==> config.mk <==
export PLATFORM = sky130hd
export DESIGN_NAME = cslot_decoder
export DESIGN_NICKNAME = d
export VERILOG_FILES = /design/src/rtl/cslot_pkg.sv /design/src/rtl/cslot_classify.sv /design/src/rtl/cslot_stackops.sv /design/src/rtl/cslot_sreg_map.sv /design/src/rtl/cslot_decoder.sv
export SDC_FILE = /design/constraint.sdc
export NUM_CORES = 1
export LEC_CHECK = 0
export BUFFER_PORTS_ARGS = -buffer_cell sky130_fd_sc_hd__buf_2
export CAP_MARGIN = 20
export CORE_AREA = 2 2 39 41
export DETAILED_ROUTE_END_ITERATION = 8
export DIE_AREA = 0 0 41 43
export PLACE_DENSITY = 0.63
export REMOVE_ABC_BUFFERS = 1
export SLEW_MARGIN = 10
export SYNTH_ARGS = -nofsm -noshare
export SYNTH_HDL_FRONTEND = slang
export SYNTH_SLANG_ARGS = --single-unit
export TNS_END_PERCENT = 100
==> constraint.sdc <==
create_clock -name vclk -period 2.1
set_clock_uncertainty 0.1 [all_clocks]
set_input_delay 0.315 -clock vclk [all_inputs]
set_output_delay 0.315 -clock vclk [all_outputs]
set_load 0.02 [all_outputs]
==> src/rtl/cslot_pkg.sv <==
// Shared constants for the compressed shared-slot decoder.
// Assumes a 16-bit compressed word with quadrant in bits 1:0 and funct3 in 15:13.
package cslot_pkg;
    localparam int INSTR_W   = 16;
    localparam int REG_W     = 5;
    localparam int SEL_W     = 3;
    localparam int RLIST_W   = 4;
    localparam int SPIMM_W   = 2;
    localparam int MIN_RLIST = 4;

    // One-hot operation positions.
    localparam int OP_FLD     = 0;
    localparam int OP_FSD     = 1;
    localparam int OP_FLDSP   = 2;
    localparam int OP_FSDSP   = 3;
    localparam int OP_PUSH    = 4;
    localparam int OP_POP     = 5;
    localparam int OP_POPRET  = 6;
    localparam int OP_POPRETZ = 7;
    localparam int OP_MVSA    = 8;
    localparam int OP_MVAS    = 9;
    localparam int OP_ILLEGAL = 10;
    localparam int OP_OTHER   = 11;
    localparam int OP_COUNT   = 12;

    typedef logic [OP_COUNT-1:0] op_vec_t;

    localparam logic [1:0] QUAD0 = 2'b00;
    localparam logic [1:0] QUAD2 = 2'b10;
    localparam logic [2:0] F3_LD = 3'b001;
    localparam logic [2:0] F3_SD = 3'b101;
endpackage

==> src/rtl/cslot_classify.sv <==
// Slot classifier: decides whether a word falls in one of the four shared slots
// and, given the mode bit, whether it is a floating-point op, blocked (illegal),
// the stack group, or outside the shared space. Assumes a static mode bit.
module cslot_classify
    import cslot_pkg::*;
(
    input  logic       dp_en,
    input  logic [1:0] quad,
    input  logic [2:0] funct3,
    output logic [3:0] fp_hit,
    output logic       blocked,
    output logic       stack_grp,
    output logic       outside
);
    logic [3:0] slot;

    // Locate which of the four shared slots the word occupies.
    always_comb begin
        slot[0] = (quad == QUAD0) && (funct3 == F3_LD);
        slot[1] = (quad == QUAD0) && (funct3 == F3_SD);
        slot[2] = (quad == QUAD2) && (funct3 == F3_LD);
        slot[3] = (quad == QUAD2) && (funct3 == F3_SD);
    end

    // Apply the mode bit to the slot hit.
    always_comb begin
        fp_hit    = dp_en ? slot : 4'b0000;
        stack_grp = !dp_en && slot[3];
        blocked   = !dp_en && (slot[0] || slot[1] || slot[2]);
        outside   = (slot == 4'b0000);
    end
endmodule

==> src/rtl/cslot_stackops.sv <==
// Stack-group sub-decoder: splits push/pop/return/move variants out of the
// shared slot word. Assumes the caller only uses it when the stack group is active.
module cslot_stackops
    import cslot_pkg::*;
#(
    parameter int RL_W   = RLIST_W,
    parameter int RL_MIN = MIN_RLIST
)(
    input  logic [2:0]      sel_hi,
    input  logic [1:0]      sel_mid,
    input  logic [1:0]      sel_lo,
    input  logic [RL_W-1:0] rl,
    output op_vec_t         ops
);
    localparam logic [RL_W-1:0] RL_FLOOR = RL_W'(RL_MIN);

    logic rl_ok;

    // Register list must cover at least the return-address entry.
    always_comb rl_ok = (rl >= RL_FLOOR);

    // Pick exactly one kind; anything unlisted becomes illegal.
    always_comb begin
        ops = '0;
        unique case (sel_hi)
            3'b011: begin
                if (sel_lo == 2'b01)      ops[OP_MVSA] = 1'b1;
                else if (sel_lo == 2'b11) ops[OP_MVAS] = 1'b1;
                else                      ops[OP_ILLEGAL] = 1'b1;
            end
            3'b110: begin
                if (!rl_ok)                ops[OP_ILLEGAL] = 1'b1;
                else if (sel_mid == 2'b00) ops[OP_PUSH] = 1'b1;
                else if (sel_mid == 2'b10) ops[OP_POP] = 1'b1;
                else                       ops[OP_ILLEGAL] = 1'b1;
            end
            3'b111: begin
                if (!rl_ok)                ops[OP_ILLEGAL] = 1'b1;
                else if (sel_mid == 2'b00) ops[OP_POPRETZ] = 1'b1;
                else if (sel_mid == 2'b10) ops[OP_POPRET] = 1'b1;
                else                       ops[OP_ILLEGAL] = 1'b1;
            end
            default: ops[OP_ILLEGAL] = 1'b1;
        endcase
    end
endmodule

==> src/rtl/cslot_sreg_map.sv <==
// Saved-register mapper: turns a 3-bit selector into an architectural register
// number from the non-contiguous saved set (8, 9, then 18..23).
module cslot_sreg_map
    import cslot_pkg::*;
#(
    parameter int SW       = SEL_W,
    parameter int RW       = REG_W,
    parameter int LOW_BASE = 8,
    parameter int HI_BASE  = 16
)(
    input  logic [SW-1:0] sel,
    output logic [RW-1:0] reg_num
);
    // First two selectors sit low, the rest in the upper bank.
    always_comb begin
        if (sel < SW'(2)) reg_num = RW'(LOW_BASE) + RW'(sel);
        else              reg_num = RW'(HI_BASE) + RW'(sel);
    end
endmodule

==> src/rtl/cslot_decoder.sv <==
// Top: shared-slot compressed decoder. Combines the slot classifier, the
// stack-group sub-decoder and two saved-register mappers into a one-hot kind
// plus field outputs. Purely combinational; dp_enable is assumed static.
module cslot_decoder
    import cslot_pkg::*;
(
    input  logic                 dp_enable,
    input  logic [INSTR_W-1:0]   instr,
    output logic [OP_COUNT-1:0]  op_onehot,
    output logic [RLIST_W-1:0]   rlist,
    output logic [SPIMM_W-1:0]   spimm,
    output logic [REG_W-1:0]     sreg1,
    output logic [REG_W-1:0]     sreg2
);
    logic [3:0] fp_hit;
    logic       blocked, stack_grp, outside;
    op_vec_t    stack_ops;
    logic [SEL_W-1:0] sel_a [2];
    logic [REG_W-1:0] reg_a [2];

    cslot_classify u_class (
        .dp_en     (dp_enable),
        .quad      (instr[1:0]),
        .funct3    (instr[15:13]),
        .fp_hit    (fp_hit),
        .blocked   (blocked),
        .stack_grp (stack_grp),
        .outside   (outside)
    );

    cslot_stackops u_stack (
        .sel_hi  (instr[12:10]),
        .sel_mid (instr[9:8]),
        .sel_lo  (instr[6:5]),
        .rl      (instr[7:4]),
        .ops     (stack_ops)
    );

    // Route the two selector fields to the mappers.
    always_comb begin
        sel_a[0] = instr[9:7];
        sel_a[1] = instr[4:2];
    end

    for (genvar g = 0; g < 2; g++) begin : g_map
        cslot_sreg_map u_map (
            .sel     (sel_a[g]),
            .reg_num (reg_a[g])
        );
    end

    // Merge the classifier and sub-decoder into one kind.
    always_comb begin
        op_onehot = '0;
        if (outside)        op_onehot[OP_OTHER] = 1'b1;
        else if (blocked)   op_onehot[OP_ILLEGAL] = 1'b1;
        else if (stack_grp) op_onehot = stack_ops;
        else                op_onehot[OP_FSDSP:OP_FLD] = fp_hit;
    end

    // Pass raw fields and mapped registers out unconditionally.
    always_comb begin
        rlist = instr[7:4];
        spimm = instr[3:2];
        sreg1 = reg_a[0];
        sreg2 = reg_a[1];
    end
endmodule

==> impl_metrics.toml <==
[outcome]
status = "completed"

[worst_setup_path]
crit_type = "input port to output pin"
cp-end-kind = "output pin"
setup.worst_path.start_class = "input port"
path_buf_inv = 2
worstPathCellList = "buf_2, or3b_1, or3_4, nor4_1, buf_2"
path_common_cell = "buf_2"
cp_data_required_time_ps = 1680
slowest_delay_ps = 420
crit_fanout = 6
critPathSlowestCell = "or3_4"
critPathTopFamily = "simple AND/OR/NAND/NOR gates"
worstPathArrival_ps = 1650

[cells_and_area]
area_delta_synth_final_pct = 62.6
drive_gt1_share_pct = 67.6
fin_nets = 90
num-fill-cells = 165
diodes = 0
fin_cells = 87
final-seq-area_um2 = 0
seq_cells = 0
clkbuf_count = 0

[floorplan]
dieHeight_um = 43
core_um2 = 1380
pin_count = 45
die_w_um = 41
dieArea_um2 = 1760
initial_utilization_pct = 18.6
rows = 14

[power]
power.leakage_nw = 0.248
ir_worst_vdd_v = 0.0000400
power.total_mw = 0.0731
cellPowerDensity_nw_per_um2 = 174

[grt]
grt_pass1_vias = 226
grt_start_max_net_pins = 7
grt_overflow = 0
antenna_found_initial = 0
grt.total_usage_pct = 5.89
grt_pass1_wl_um = 779

[timing]
hold_viol_final = 0
worst_pin_slew_ps = 217
rsz0062_at_grt = "true"
setup_viol = 0
min_period_ps = 2060
maxSlewViolCount = 0
whs_ps = 530
slew_headroom_pct = 85.5
max_freq_mhz = 485
fin_crit_sh_pct = 98.2

[detailed_routing]
routed-via-count = 366
initialDrtViolationCount = 2
route.detailed.drc = 0
drtAntennaViolNets = 0
dr.pass1.iters = 3
viasPerCell = 4.21
routedWlPerCell_um = 8.17
wl_um = 711

[hold_path]
hold_path_class = "input port to output pin"

[synth]
synth_top_cells_by_area = "buf_4 38%, nor4_1 9.7%, inv_1 8.7%"
synthDistinctLibCells = 17
yosys.area.top_type = "buf_4"
seq_area_frac_synth_pct = 0
synthCells = 42
synth_warnings = 0
syn_area_per_cell_um2 = 6.14
synth.top_cell.area_share_pct = 37.9
synth_top_cells_by_count = "13 x buf_4, 6 x inv_1, 4 x nor4_1, 3 x nor3_1"
synth_area_um2 = 258
synth_most_common_cell = "buf_4"

[placed_design]
io_buffer_count = 42
post-dp-hpwl_um = 626
dp_cells = 87
place_congestion = 0.668

[clock_tree]
post_cts_buffers = 0
postCtsHoldBufs = 0

[job]
cap_violations = 0
## cells in the final DEF, fill, tap and decap left out
cell | netlist | routed
a311oi_1 | 1 | 1
buf_2 | 1 | 41
buf_4 | 13 | 2
inv_1 | 6 | 6
nand2_1 | 2 | 2
nand2b_1 | 1 | 1
nand3_1 | 1 | 1
nand4b_1 | 1 | 1
nor2_1 | 2 | 2
nor3_1 | 3 | 3
nor3b_1 | 2 | 2
nor4_1 | 4 | 1
nor4_2 | 0 | 3
o211ai_1 | 1 | 1
o21ai_0 | 1 | 1
or2_2 | 1 | 1
or3_4 | 0 | 1
or3b_1 | 1 | 1
## cell type report
type / count / area (um^2) / area share (%)
Timing Repair Buffer: 43 / 220 / 52.5
Multi-Input combinational cell: 22 / 156 / 37.3
Inverter: 6 / 22.5 / 5.37
Tap cell: 16 / 20.0 / 4.78
## final timing paths
check | startpoint | end | cells past startpoint
max | instr[0] | op_onehot[6] | 5
min | instr[2] | spimm[0] | 0
## kinds of logic (layout without fill, tap and decap cells)
group / count (synthesis) / count (layout) / synth area share (%)
buf+inv: 20 / 49 / 48.5
compound gates: 3 / 3 / 8.25
simple gates: 19 / 19 / 43.2
## where the power goes
group          switching, mW  internal, mW  total [mW]
clock network              0             0           0
registers                  0             0           0
logic                 0.0450        0.0281      0.0731
## metal layers
layer	share of wire, %	vias up	wire length [um]	global-route usage (%)
met4	0	0	0	0
met5	0	-	0	0
met1	42	145	299	6.33
met3	18	0	127	1.05
met2	40	30	283	11.6
li1	-	191	-	-
## metrics by stage
stage / area [um^2] / util (%) / TNS (ps) / worst slack [ps]
CTS: 398 / 28.8 / 0 / 3.41
floorplan: 155 / - / -1270 / -286
finish: 419 / 30.3 / 0 / 38.1
global placement: 393 / 28.4 / -16.6 / -8.31
global route: 419 / 30.3 / -42.4 / -20.8
detailed placement: 393 / 28.4 / -125 / -59.6
## what timing repair did
action / in CTS / in global routing
hold endpoints to repair: 0 / 0
gates resized for setup: 1 / 4
endpoints found under the setup margin: 4 / 4
Power figures use the tool's default switching activity.
